File: src/rtl/lmg_pkg.sv
package lmg_pkg;
  typedef struct packed {
    logic wrBase;
    logic wrLimit;
    logic wrCtrl;
  } lmg_strobe_t;
endpackage

File: src/rtl/lmg_ctrl.sv
module lmg_ctrl
  import lmg_pkg::*;
#(
  parameter int SEL_W = 2
) (
  input  logic             clk,
  input  logic             rstN,
  input  logic             capSupport,
  input  logic             lockCmd,
  input  logic             unlockCmd,
  input  logic             regWrEn,
  input  logic [SEL_W-1:0] regSel,
  input  logic             protEn,
  output lmg_strobe_t      strobe,
  output logic             lockQ
);
  localparam logic [SEL_W-1:0] SEL_BASE  = SEL_W'(0);
  localparam logic [SEL_W-1:0] SEL_LIMIT = SEL_W'(1);
  localparam logic [SEL_W-1:0] SEL_CTRL  = SEL_W'(2);

  logic rangeWrOk;

  // base/limit are writable only when supported, unlocked, disabled and not being locked now
  assign rangeWrOk = regWrEn && capSupport && !lockQ && !protEn && !lockCmd;

  always_comb begin
    strobe.wrBase  = rangeWrOk && (regSel == SEL_BASE);
    strobe.wrLimit = rangeWrOk && (regSel == SEL_LIMIT);
    strobe.wrCtrl  = regWrEn && (regSel == SEL_CTRL);
  end

  always_ff @(posedge clk) begin
    if (!rstN)          lockQ <= 1'b0;
    else if (lockCmd)   lockQ <= 1'b1;
    else if (unlockCmd) lockQ <= 1'b0;
  end
endmodule

File: src/rtl/lmg_datapath.sv
module lmg_datapath
  import lmg_pkg::*;
#(
  parameter int ADDR_W = 32,
  parameter int RSVD_W = 21,
  parameter int SEL_W  = 2
) (
  input  logic                       clk,
  input  logic                       rstN,
  input  lmg_strobe_t                strobe,
  input  logic [ADDR_W-1:0]          regWrData,
  input  logic [SEL_W-1:0]           regSel,
  input  logic                       capSupport,
  input  logic                       chkValid,
  input  logic [ADDR_W-1:0]          chkAddr,
  output logic [ADDR_W-1:0]          regRdData,
  output logic                       chkHit,
  output logic                       protEn,
  output logic [ADDR_W-RSVD_W-1:0]   baseUp,
  output logic [ADDR_W-RSVD_W-1:0]   limitUp
);
  localparam int UP_W = ADDR_W - RSVD_W;

  logic [ADDR_W-1:0] decBase, decLimit;
  logic              regionOk, hitNext;

  always_ff @(posedge clk) begin
    if (!rstN) begin
      baseUp  <= '0;
      limitUp <= '0;
      protEn  <= 1'b0;
    end else begin
      if (strobe.wrBase)  baseUp  <= regWrData[ADDR_W-1:RSVD_W];
      if (strobe.wrLimit) limitUp <= regWrData[ADDR_W-1:RSVD_W];
      if (strobe.wrCtrl)  protEn  <= regWrData[0];
    end
  end

  assign decBase  = {baseUp,  {RSVD_W{1'b0}}};
  assign decLimit = {limitUp, {RSVD_W{1'b1}}};
  assign regionOk = decLimit >= decBase;
  assign hitNext  = chkValid && protEn && capSupport && regionOk &&
                    (chkAddr >= decBase) && (chkAddr <= decLimit);

  always_ff @(posedge clk) begin
    if (!rstN) chkHit <= 1'b0;
    else       chkHit <= hitNext;
  end

  always_comb begin
    case (regSel)
      SEL_W'(0): regRdData = {baseUp,  {RSVD_W{1'b0}}};
      SEL_W'(1): regRdData = {limitUp, {RSVD_W{1'b0}}};
      SEL_W'(2): regRdData = {{(ADDR_W-1){1'b0}}, protEn};
      default:   regRdData = '0;
    endcase
  end

  logic unusedUp;
  assign unusedUp = ^{UP_W{1'b0}};
endmodule

File: src/rtl/lowmem_dma_guard.sv
module lowmem_dma_guard
  import lmg_pkg::*;
#(
  parameter int ADDR_W = 32,
  parameter int RSVD_W = 21,
  parameter int SEL_W  = 2
) (
  input  logic              clk,
  input  logic              rstN,
  input  logic              capSupport,
  input  logic              lockCmd,
  input  logic              unlockCmd,
  input  logic              regWrEn,
  input  logic [SEL_W-1:0]  regSel,
  input  logic [ADDR_W-1:0] regWrData,
  output logic [ADDR_W-1:0] regRdData,
  input  logic              chkValid,
  input  logic [ADDR_W-1:0] chkAddr,
  output logic              chkHit
);
  localparam int UP_W = ADDR_W - RSVD_W;

  lmg_strobe_t     strobe;
  logic            lockQ, protEn;
  logic [UP_W-1:0] baseUp, limitUp;

  lmg_ctrl #(.SEL_W(SEL_W)) u_ctrl (
    .clk(clk), .rstN(rstN), .capSupport(capSupport), .lockCmd(lockCmd),
    .unlockCmd(unlockCmd), .regWrEn(regWrEn), .regSel(regSel),
    .protEn(protEn), .strobe(strobe), .lockQ(lockQ)
  );

  lmg_datapath #(.ADDR_W(ADDR_W), .RSVD_W(RSVD_W), .SEL_W(SEL_W)) u_dp (
    .clk(clk), .rstN(rstN), .strobe(strobe), .regWrData(regWrData),
    .regSel(regSel), .capSupport(capSupport), .chkValid(chkValid),
    .chkAddr(chkAddr), .regRdData(regRdData), .chkHit(chkHit),
    .protEn(protEn), .baseUp(baseUp), .limitUp(limitUp)
  );
endmodule

File: config.mk
export PLATFORM = sky130hd
export DESIGN_NAME = lowmem_dma_guard
export DESIGN_NICKNAME = d
export VERILOG_FILES = /design/src/rtl/lmg_pkg.sv /design/src/rtl/lmg_ctrl.sv /design/src/rtl/lmg_datapath.sv /design/src/rtl/lowmem_dma_guard.sv
export SDC_FILE = /design/constraint.sdc
export NUM_CORES = 1
export LEC_CHECK = 0
export ABC_AREA = 1
export CAP_MARGIN = 5
export CORE_UTILIZATION = 38
export DETAILED_ROUTE_END_ITERATION = 8
export GPL_TIMING_DRIVEN = 0
export PLACE_DENSITY = 0.86
export SYNTH_ARGS = -nofsm -noshare
export SYNTH_HDL_FRONTEND = slang
export SYNTH_SLANG_ARGS = --single-unit
File: constraint.sdc
create_clock -name clk -period 1.3 [get_ports clk]
set_input_delay 0.26 -clock clk [delete_from_list [all_inputs] [get_ports clk]]
set_output_delay 0.26 -clock clk [all_outputs]
set_load 0.05 [all_outputs]
==> flow_summary.yaml <==
min_path:
  hold_depth: 3
  min_path_type: "input port to register"
clock_network:
  cts_root_buf: "clkbuf_8"
  htree_levels: 1
  cts_buffers: 3
  clockBufferDepth: 2
  cts_tree: "built"
  clk-insertion-delay-late_ps: 280
  cts.clk_slew.worst_paths_ps: 80
  hold_buffers: 0
  clock_sinks: 25
sta:
  finalClockSkew_ps: 2.39
  hold_viol_final: 0
  post-route-min-period_ps: 1500
  fin_crit_sh_pct: 115
  report.final.slew_viol_count: 0
  setup_slack_ps: -201
  finalSetupViolCount: 5
  max_clock_freq_mhz: 666
  rsz0062_at_grt: "yes"
  fin_tns_setup_ps: -388
drt:
  routedWlPerCell_um: 15.1
  drtAntennaViolNets: 0
  drc: 0
  routed_via_density: 5.01
  drtIter0Drc: 149
  firstDrtPassIters: 4
  totalWireLength_um: 7880
  vias: 2606
synthesis:
  synth_seq_area_share_pct: 21.9
  synthCells: 335
  syn_area_mm2: 0.00229
  ys_types: 23
  ys_ff_latch: 25
  avgSynthCellArea_um2: 6.82
  ys_warn_count: 0
layout:
  finalInstanceArea_mm2: 0.00386
  diodes: 0
  num-nets-final: 554
  final_cell_mix: "nand2_1 (59), buf_4 (42), inv_1 (40)"
  areaGrowthSynthToFinish_pct: 69.1
  final_core_util_pct: 68.5
  final_common_cell: "nand2_1"
  layout-drive-gt1-share_pct: 40.4
  fill_cells: 400
worst_setup_path:
  startpoint: "u_dp.limitUp[6]"
  worstSetupStartpointType: "register"
  crit_end: "u_dp.chkHit"
  rr_worst_depth: 8
  critPathMaxFanout: 2
  cp.arrival_ps: 1720
  timing.rr.start: "u_dp.limitUp[6]"
  r2r_slack_ps: -200
  path_class: "register to register"
  r2r-end: "u_dp.chkHit"
  critPathCaptureType: "register"
  cp.required_ps: 1520
floorplan:
  start_util_pct: 40.5
  num_rows: 27
  core_mm2: 0.00564
  ios: 106
  die_w_um: 79.6
  fp.dieArea_mm2: 0.00633
  fp.dieH_um: 79.6
global_routing:
  grtUsageTotal_pct: 23.7
  grt_pass1_vias: 2591
  grt_antenna_before_repair: 0
  grt_max_degree: 14
  grt.overflow.total: 0
  grt_pass1_wl_um: 11700
power:
  p_leak_nw: 1.76
  powerDensity_mw_per_mm2: 554
  total_power_mw: 2.14
  ir_worst_vdd_mv: 0.479
placed_design:
  place.gp.congestion: 0.811
  io_buffers: 65
  dpl_cell_area_mm2: 0.00310
  dpl.hpwl_um: 4870
  dp_slack_ps: -1160
status:
  violations: "negative setup slack"
  outcome: "complete, but fails checks"
flow_run:
  maxCapViolCount: 0
[per-layer routing]
| layer | wire length [um] | track usage [%] | up-vias |
|---|---|---|---|
| met5 | 0 | 0 | - |
| met4 | 389 | 12.2 | 0 |
| met3 | 472 | 3.54 | 34 |
| met2 | 3940 | 42.7 | 115 |
| met1 | 3070 | 26.6 | 1195 |
| li1 | - | - | 1262 |
[worst min path at each step]
stage	slack, ps	end	from
global placement	500	u_dp.protEn	u_dp.protEn
floorplan	350	u_ctrl.lockQ	unlockCmd
finish	310	u_ctrl.lockQ	lockCmd
CTS	290	u_dp.protEn	regSel[1]
detailed placement	510	u_dp.baseUp[8]	u_dp.baseUp[8]
global route	340	u_ctrl.lockQ	lockCmd
[metrics by stage]
stage,hold slack [ps],cells
2_1_floorplan,353,354
3_3_place_gp,502,491
3_5_place_dp,506,491
4_1_cts,292,509
5_1_grt,335,520
6_report,306,520
[power breakdown]
part	internal, mW	switching [mW]
clock	0.220	0.249
sequential	0.783	0.0142
combinational	0.388	0.487
[critical path: stages, from the launching register on]
cell     delay (ps)
dfxtp_2         340
buf_4           140
ha_1            290
nand2_1          80
nor2_1          160
nand3_1         160
nand3_1         130
nand2_1          60
nor2_1           80
[layout make-up]
cell class	instances	area, um2	share of cell area (%)
buffer	28	246	6.38
timing repair buffer	90	900	23.3
tap	72	90.1	2.33
clock buffer	4	45.0	1.17
inverter	64	265	6.86
sequential	25	527	13.6
multi-input combinational	237	1790	46.4
[state kept, by name, summed over array words and instances, names as in the netlist]
signal	flops
u_dp.baseUp	11
u_dp.limitUp	11
u_ctrl.lockQ	1
u_dp.chkHit	1
u_dp.protEn	1
[cells in the mapped netlist]
library cell / n / share of area [%]
o21ai_0: 9 / 2.0
nand2_1: 66 / 11
o22ai_1: 10 / 2.7
nor2_4: 3 / 1.5
buf_4: 22 / 7.2
nand3_1: 11 / 2.4
buf_2: 2 / 0.44
nand4_4: 1 / 0.93
buf_6: 2 / 0.99
clkbuf_1: 2 / 0.33
a21oi_2: 18 / 6.9
o21ai_1: 16 / 3.5
dfxtp_1: 25 / 22
a21oi_1: 16 / 3.5
o21a_1: 1 / 0.33
inv_2: 1 / 0.16
nor3_1: 3 / 0.66
ha_1: 32 / 18
o21ai_2: 2 / 0.77
conb_1: 1 / 0.16
inv_1: 63 / 10
nor2_1: 28 / 4.6
a21o_1: 1 / 0.33
[kinds of logic after synthesis]
kind of cell	share of synthesized area (%)
other cells	0.164
compound gates	20.0
buf+inv	19.5
simple gates	20.9
flops	21.9
fa+ha+maj	17.5
[what timing repair did]
item	CTS	global route
hold endpoints to repair	0	0
resized for setup	197	45
endpoints found under the setup margin	34	35
setup buffers	13	9
cloned	1	2
pin swaps	17	22
Note: power is estimated with default switching activity, not from simulation.
